--- src/rtl/rank_pdn_ctrl.sv ---
module rank_pdn_ctrl #(
  parameter int NRANK  = 2,
  parameter int IDLE_W = 8,
  parameter int SR_W   = 16
) (
  input  logic               clk,
  input  logic               rst_n,
  input  logic [NRANK-1:0]   rank_act,
  input  logic [NRANK-1:0]   bank_open,
  input  logic               traffic_pend,
  input  logic [2:0]         pd_mode,
  input  logic [IDLE_W-1:0]  pd_idle,
  input  logic [SR_W-1:0]    sr_idle,
  input  logic               sr_en,
  output logic [NRANK-1:0]   cke,
  output logic [3*NRANK-1:0] lp_state,
  output logic [NRANK-1:0]   exit_pend
);
  localparam logic [2:0] ST_ACT = 3'd0;
  localparam logic [2:0] ST_APD = 3'd1;
  localparam logic [2:0] ST_PPD = 3'd2;
  localparam logic [2:0] ST_DLL = 3'd3;
  localparam logic [2:0] ST_SR  = 3'd4;

  logic apd_ok, ppd_ok, dll_off;
  assign apd_ok  = (pd_mode == 3'd1) || (pd_mode == 3'd3) || (pd_mode == 3'd7);
  assign ppd_ok  = (pd_mode == 3'd2) || (pd_mode == 3'd3) || (pd_mode == 3'd6) || (pd_mode == 3'd7);
  assign dll_off = (pd_mode == 3'd6) || (pd_mode == 3'd7);

  for (genvar r = 0; r < NRANK; r++) begin : g_rank
    logic [IDLE_W-1:0] pd_cnt;
    logic [SR_W-1:0]   sr_cnt;
    logic [2:0]        st_q, st_d, pick;
    logic              wake, pd_hit, sr_hit;

    assign wake   = rank_act[r] | traffic_pend;
    assign pd_hit = pd_cnt >= pd_idle;
    assign sr_hit = sr_en && (sr_cnt >= sr_idle);

    always_comb begin
      if (bank_open[r]) pick = apd_ok ? ST_APD : ST_ACT;
      else if (ppd_ok)  pick = dll_off ? ST_DLL : ST_PPD;
      else              pick = ST_ACT;

      if (wake)                st_d = ST_ACT;
      else if (st_q == ST_SR)  st_d = ST_SR;
      else if (sr_hit)         st_d = ST_SR;
      else if (st_q != ST_ACT) st_d = st_q;
      else if (pd_hit)         st_d = pick;
      else                     st_d = ST_ACT;
    end

    always_ff @(posedge clk) begin
      if (!rst_n) begin
        pd_cnt <= '0;
        sr_cnt <= '0;
        st_q   <= ST_ACT;
      end else begin
        st_q <= st_d;
        if (wake) begin
          pd_cnt <= '0;
          sr_cnt <= '0;
        end else begin
          if (pd_cnt != '1) pd_cnt <= pd_cnt + 1'b1;
          if (sr_cnt != '1) sr_cnt <= sr_cnt + 1'b1;
        end
      end
    end

    assign lp_state[3*r +: 3] = st_d;
    assign cke[r]             = (st_d == ST_ACT);
    assign exit_pend[r]       = wake && (st_q != ST_ACT);
  end
endmodule

--- config.mk ---
export PLATFORM = sky130hd
export DESIGN_NAME = rank_pdn_ctrl
export DESIGN_NICKNAME = d
export VERILOG_FILES = /design/src/rtl/rank_pdn_ctrl.sv
export SDC_FILE = /design/constraint.sdc
export NUM_CORES = 1
export LEC_CHECK = 0
export BUFFER_PORTS_ARGS = -buffer_cell sky130_fd_sc_hd__buf_4
export CAP_MARGIN = 25
export CORE_ASPECT_RATIO = 1.25
export CORE_MARGIN = 2
export CORE_UTILIZATION = 30
export DETAILED_ROUTE_END_ITERATION = 10
export GPL_TIMING_DRIVEN = 0
export RECOVER_POWER = 50
export SLEW_MARGIN = 0
export SYNTH_ARGS = -nofsm -noshare
export SYNTH_HDL_FRONTEND = slang
export SYNTH_SLANG_ARGS = --single-unit
--- constraint.sdc ---
create_clock -name clk -period 2.2 [get_ports clk]
set_input_delay 0.11 -clock clk [delete_from_list [all_inputs] [get_ports clk]]
set_output_delay 0.11 -clock clk [all_outputs]
set_load 0.005 [all_outputs]
==> impl_results.md <==
- Startpoint types: flop
- Port buffer count: 44
- Post-Synth XOR/XNOR Area: 4.26%
- Routed Antenna Nets: 0
- Die area: about 13,000 um2
- Final Cycle Share: 111%
- Vias per cell: 5.19
- Max frequency: around 410 MHz
- Post-synthesis compound-gate area fraction: between 15 and 20%
- Die Y: around 130 um
- Clk root buf: clkbuf_16
- Post-layout min period: 2450 ps
- Die Wd: 103 um
- Max-Slew Margin vs Limit: 41.0%
- Final hold vios: 0
- Setup CP Type: reg -> out
- CTS tree: yes
- Outcome: finished, violations left
- Routed vias: 3,471
- Setup crit end kind: output port
- CORE AREA: 12,100 um2
- Failing checks: negative setup slack
- Netlist Area Pre-Place: roughly 3700 um2
- Core Rows: 45
- WP data arrival: ~2300 ps
- Worst-path cell with the longest stage delay: or4_4
- Post-synth EDFFs: 0
- Worst path max stage delay: ~510 ps
- Gr usage total: between 10 and 15%
- CTS buffer count: 5
- Clock Sinks: 54
- H-Tree Depth: 2
- Worst Max-Slew Pin Slew: a little under 900 ps
- Multiplexer share of the synthesized area: between 1 and 1.5%
- Fin. max-slew vios: 0
- Worst Hold Class: in -> reg
- PwrDens: approximately 420 nW/um2
- Total negative slack: -1450 ps
- Ports: 45
- Cell family with most CP delay: simple AND/OR/NAND/NOR gates
- Drt drc: 0
- Mapped Nets: 527
- WL final: 9650 um
- Buf/Inv on CP: 1
- DRT Pass-1 Iters: 5
- IR Drop Worst-Case VDD: 278 uV
- # setup viols final: 10
- Synth Area in Simple Gates: roughly a quarter
- Number of global-route vias before repair: about 3.4k
- Crit-path max FO: 7
- Synth warn: 0
- Ant. Diodes: 0
- Post-DP HPWL: 7240 um
- Reg2reg start: g_rank[1].sr_cnt[8]
- Primary FF master, synth: dfxtp_1
- NumNets Final: 591
- CTS clk-pin slew, worst paths: 70 ps
- GRT overflow: 0
- Share of the yosys chip area belonging to registers: between 20 and 30%
- Most common cell after layout, fill and taps aside: buf_4
- RSZ-0062 raised after global routing: true
- Hold Startpoint: rst_n
- Layout cells sized above 1: roughly 22%
- Clk buf depth: 2
- Tot Pwr: between 1.5 and 2 mW
- Largest net degree at the start of global routing: 16
- Largest family of logic cells by synthesized area: simple AND/OR/NAND/NOR gates
- Post-Synth Adder-Cell Area: around 18%
- Average size of a mapped cell: around 8.4 um2
- Critical path startpoint: g_rank[0].sr_cnt[15]
- Initial DRC count: 114
- Async set or reset register ratio after synthesis: 0%
- Commonest cells after routing, fill and taps aside: 53 x buf_4, 41 x ha_1, 39 x nor2_1
- Starting Density: between 30% and 40%
- Gpl congestion: between 0.7 and 0.8
- CP required: roughly 2100 ps
- Yosys reg bits: 54
- Pleak: 1.93 nW
- Gate count of the mapped netlist: between 400 and 500
- First-pass GRT wire length: around 16,000 um
- Clock Latency Late Sink: roughly 300 ps
- Avg WL per Cell: around 14 um
- Setup WS pre-CTS: -310 ps
- Final WS setup: -252 ps
- Layout Skew: between 9 and 10 ps
- Initial antenna violation count: 0
- Area Growth Syn to Fin: 27.1%
- Unique masters post-synth: 52
- Max-Cap Viols: 0
- Cells along the critical path: ha_4, and4_4, nand2_2, or4_4, a31oi_4, o21a_1, buf_4
==> worst paths after layout <==
kind                            slack (ps)                    to  cells after the start
worst max register to register         -50   g_rank[1].sr_cnt[5]                      6
worst min-delay path                   130     g_rank[1].st_q[0]                      3
worst min register to register         500  g_rank[0].sr_cnt[15]                      1
worst max-delay path                  -250           lp_state[2]                      7
==> worst min-delay path: stages <==
cell     delay [ps]
buf_4           140
nand3_1          80
nor3_1           40
==> report_power, final <==
| part | total [mW] | internal [mW] | switching [mW] |
|---|---|---|---|
| Combinational | 0.202 | 0.0989 | 0.103 |
| Clock | 0.820 | 0.453 | 0.367 |
| Sequential | 0.974 | 0.970 | 0.00377 |
==> cells in the mapped netlist, types with 3 or more instances <==
cell type	instances	area [um2]
a211oi_1	4	30.0
a21oi_1	29	145
a311oi_1	3	26.3
a31oi_1	15	93.8
and2_1	6	37.5
and3_1	9	56.3
and4_1	9	78.8
clkbuf_1	6	22.5
dfxtp_1	54	1080
ha_1	52	651
inv_1	31	116
mux2i_1	4	40.0
nand2_1	29	109
nand2b_1	7	43.8
nand3_1	17	85.1
nand4_1	10	62.6
nor2_1	39	146
nor2b_1	6	37.5
nor3_1	13	65.1
nor3b_1	4	30.0
nor4_1	7	43.8
nor4b_1	3	26.3
o21a_1	10	75.1
o21ai_0	20	100
o31ai_1	4	30.0
or3_1	4	25.0
xnor2_1	12	105
xor2_1	6	52.6
==> routing by layer <==
layer / track usage (%) / wire, um / vias to the layer above
met1: 18.9 / 4340 / 1608
met4: 4.49 / 201 / 0
li1: - / - / 1760
met2: 24.6 / 4680 / 85
met3: 3.05 / 430 / 18
met5: 0 / 0 / -
==> area by class of cell <==
class                           count  area, um2
Fill cell                        1242       7400
Inverter                           31        116
Tap cell                          164        205
Buffer                              6       22.5
Sequential cell                    54       1120
Multi-Input combinational cell    349       2660
Timing Repair Buffer               57        428
Clock inverter                      1       5.00
Clock buffer                        7        143
==> sequential cells by signal, summed over array words and instances (netlist names) <==
| signal | flops |
|---|---|
| g_rank.sr_cnt | 32 |
| g_rank.pd_cnt | 16 |
| g_rank.st_q | 6 |
==> timing repair <==
| action | in CTS | in global routing |
|---|---|---|
| pin swaps | 15 | 7 |
| buffers inserted | 10 | 3 |
| hold buffers | 0 | 0 |
| hold endpoints to repair | 0 | 0 |
| gates resized for setup | 40 | 15 |
| endpoints found under the setup margin | 11 | 8 |
==> kinds of logic (layout without fill, tap and decap cells) <==
logic type	count (synthesis)	in the layout
AND/OR/NAND/NOR	174	174
flip-flops	54	54
AO/OA/AOI/OAI	101	101
XOR/XNOR	18	18
buffers and inverters	37	102
multiplexers	4	4
adder cells (fa/ha/maj)	52	52
==> per-stage QoR <==
step           cells  util [%]  cell area, um2  hold WS (ps)
2_1_floorplan    440         -            3700           265
5_1_grt          669      38.9            4710           147
3_3_place_gp     648      35.0            4240           429
6_report         669      38.9            4710           131
3_5_place_dp     648      35.0            4240           430
4_1_cts          666      38.4            4650           123
No activity file was read; power rests on OpenSTA's default activity.
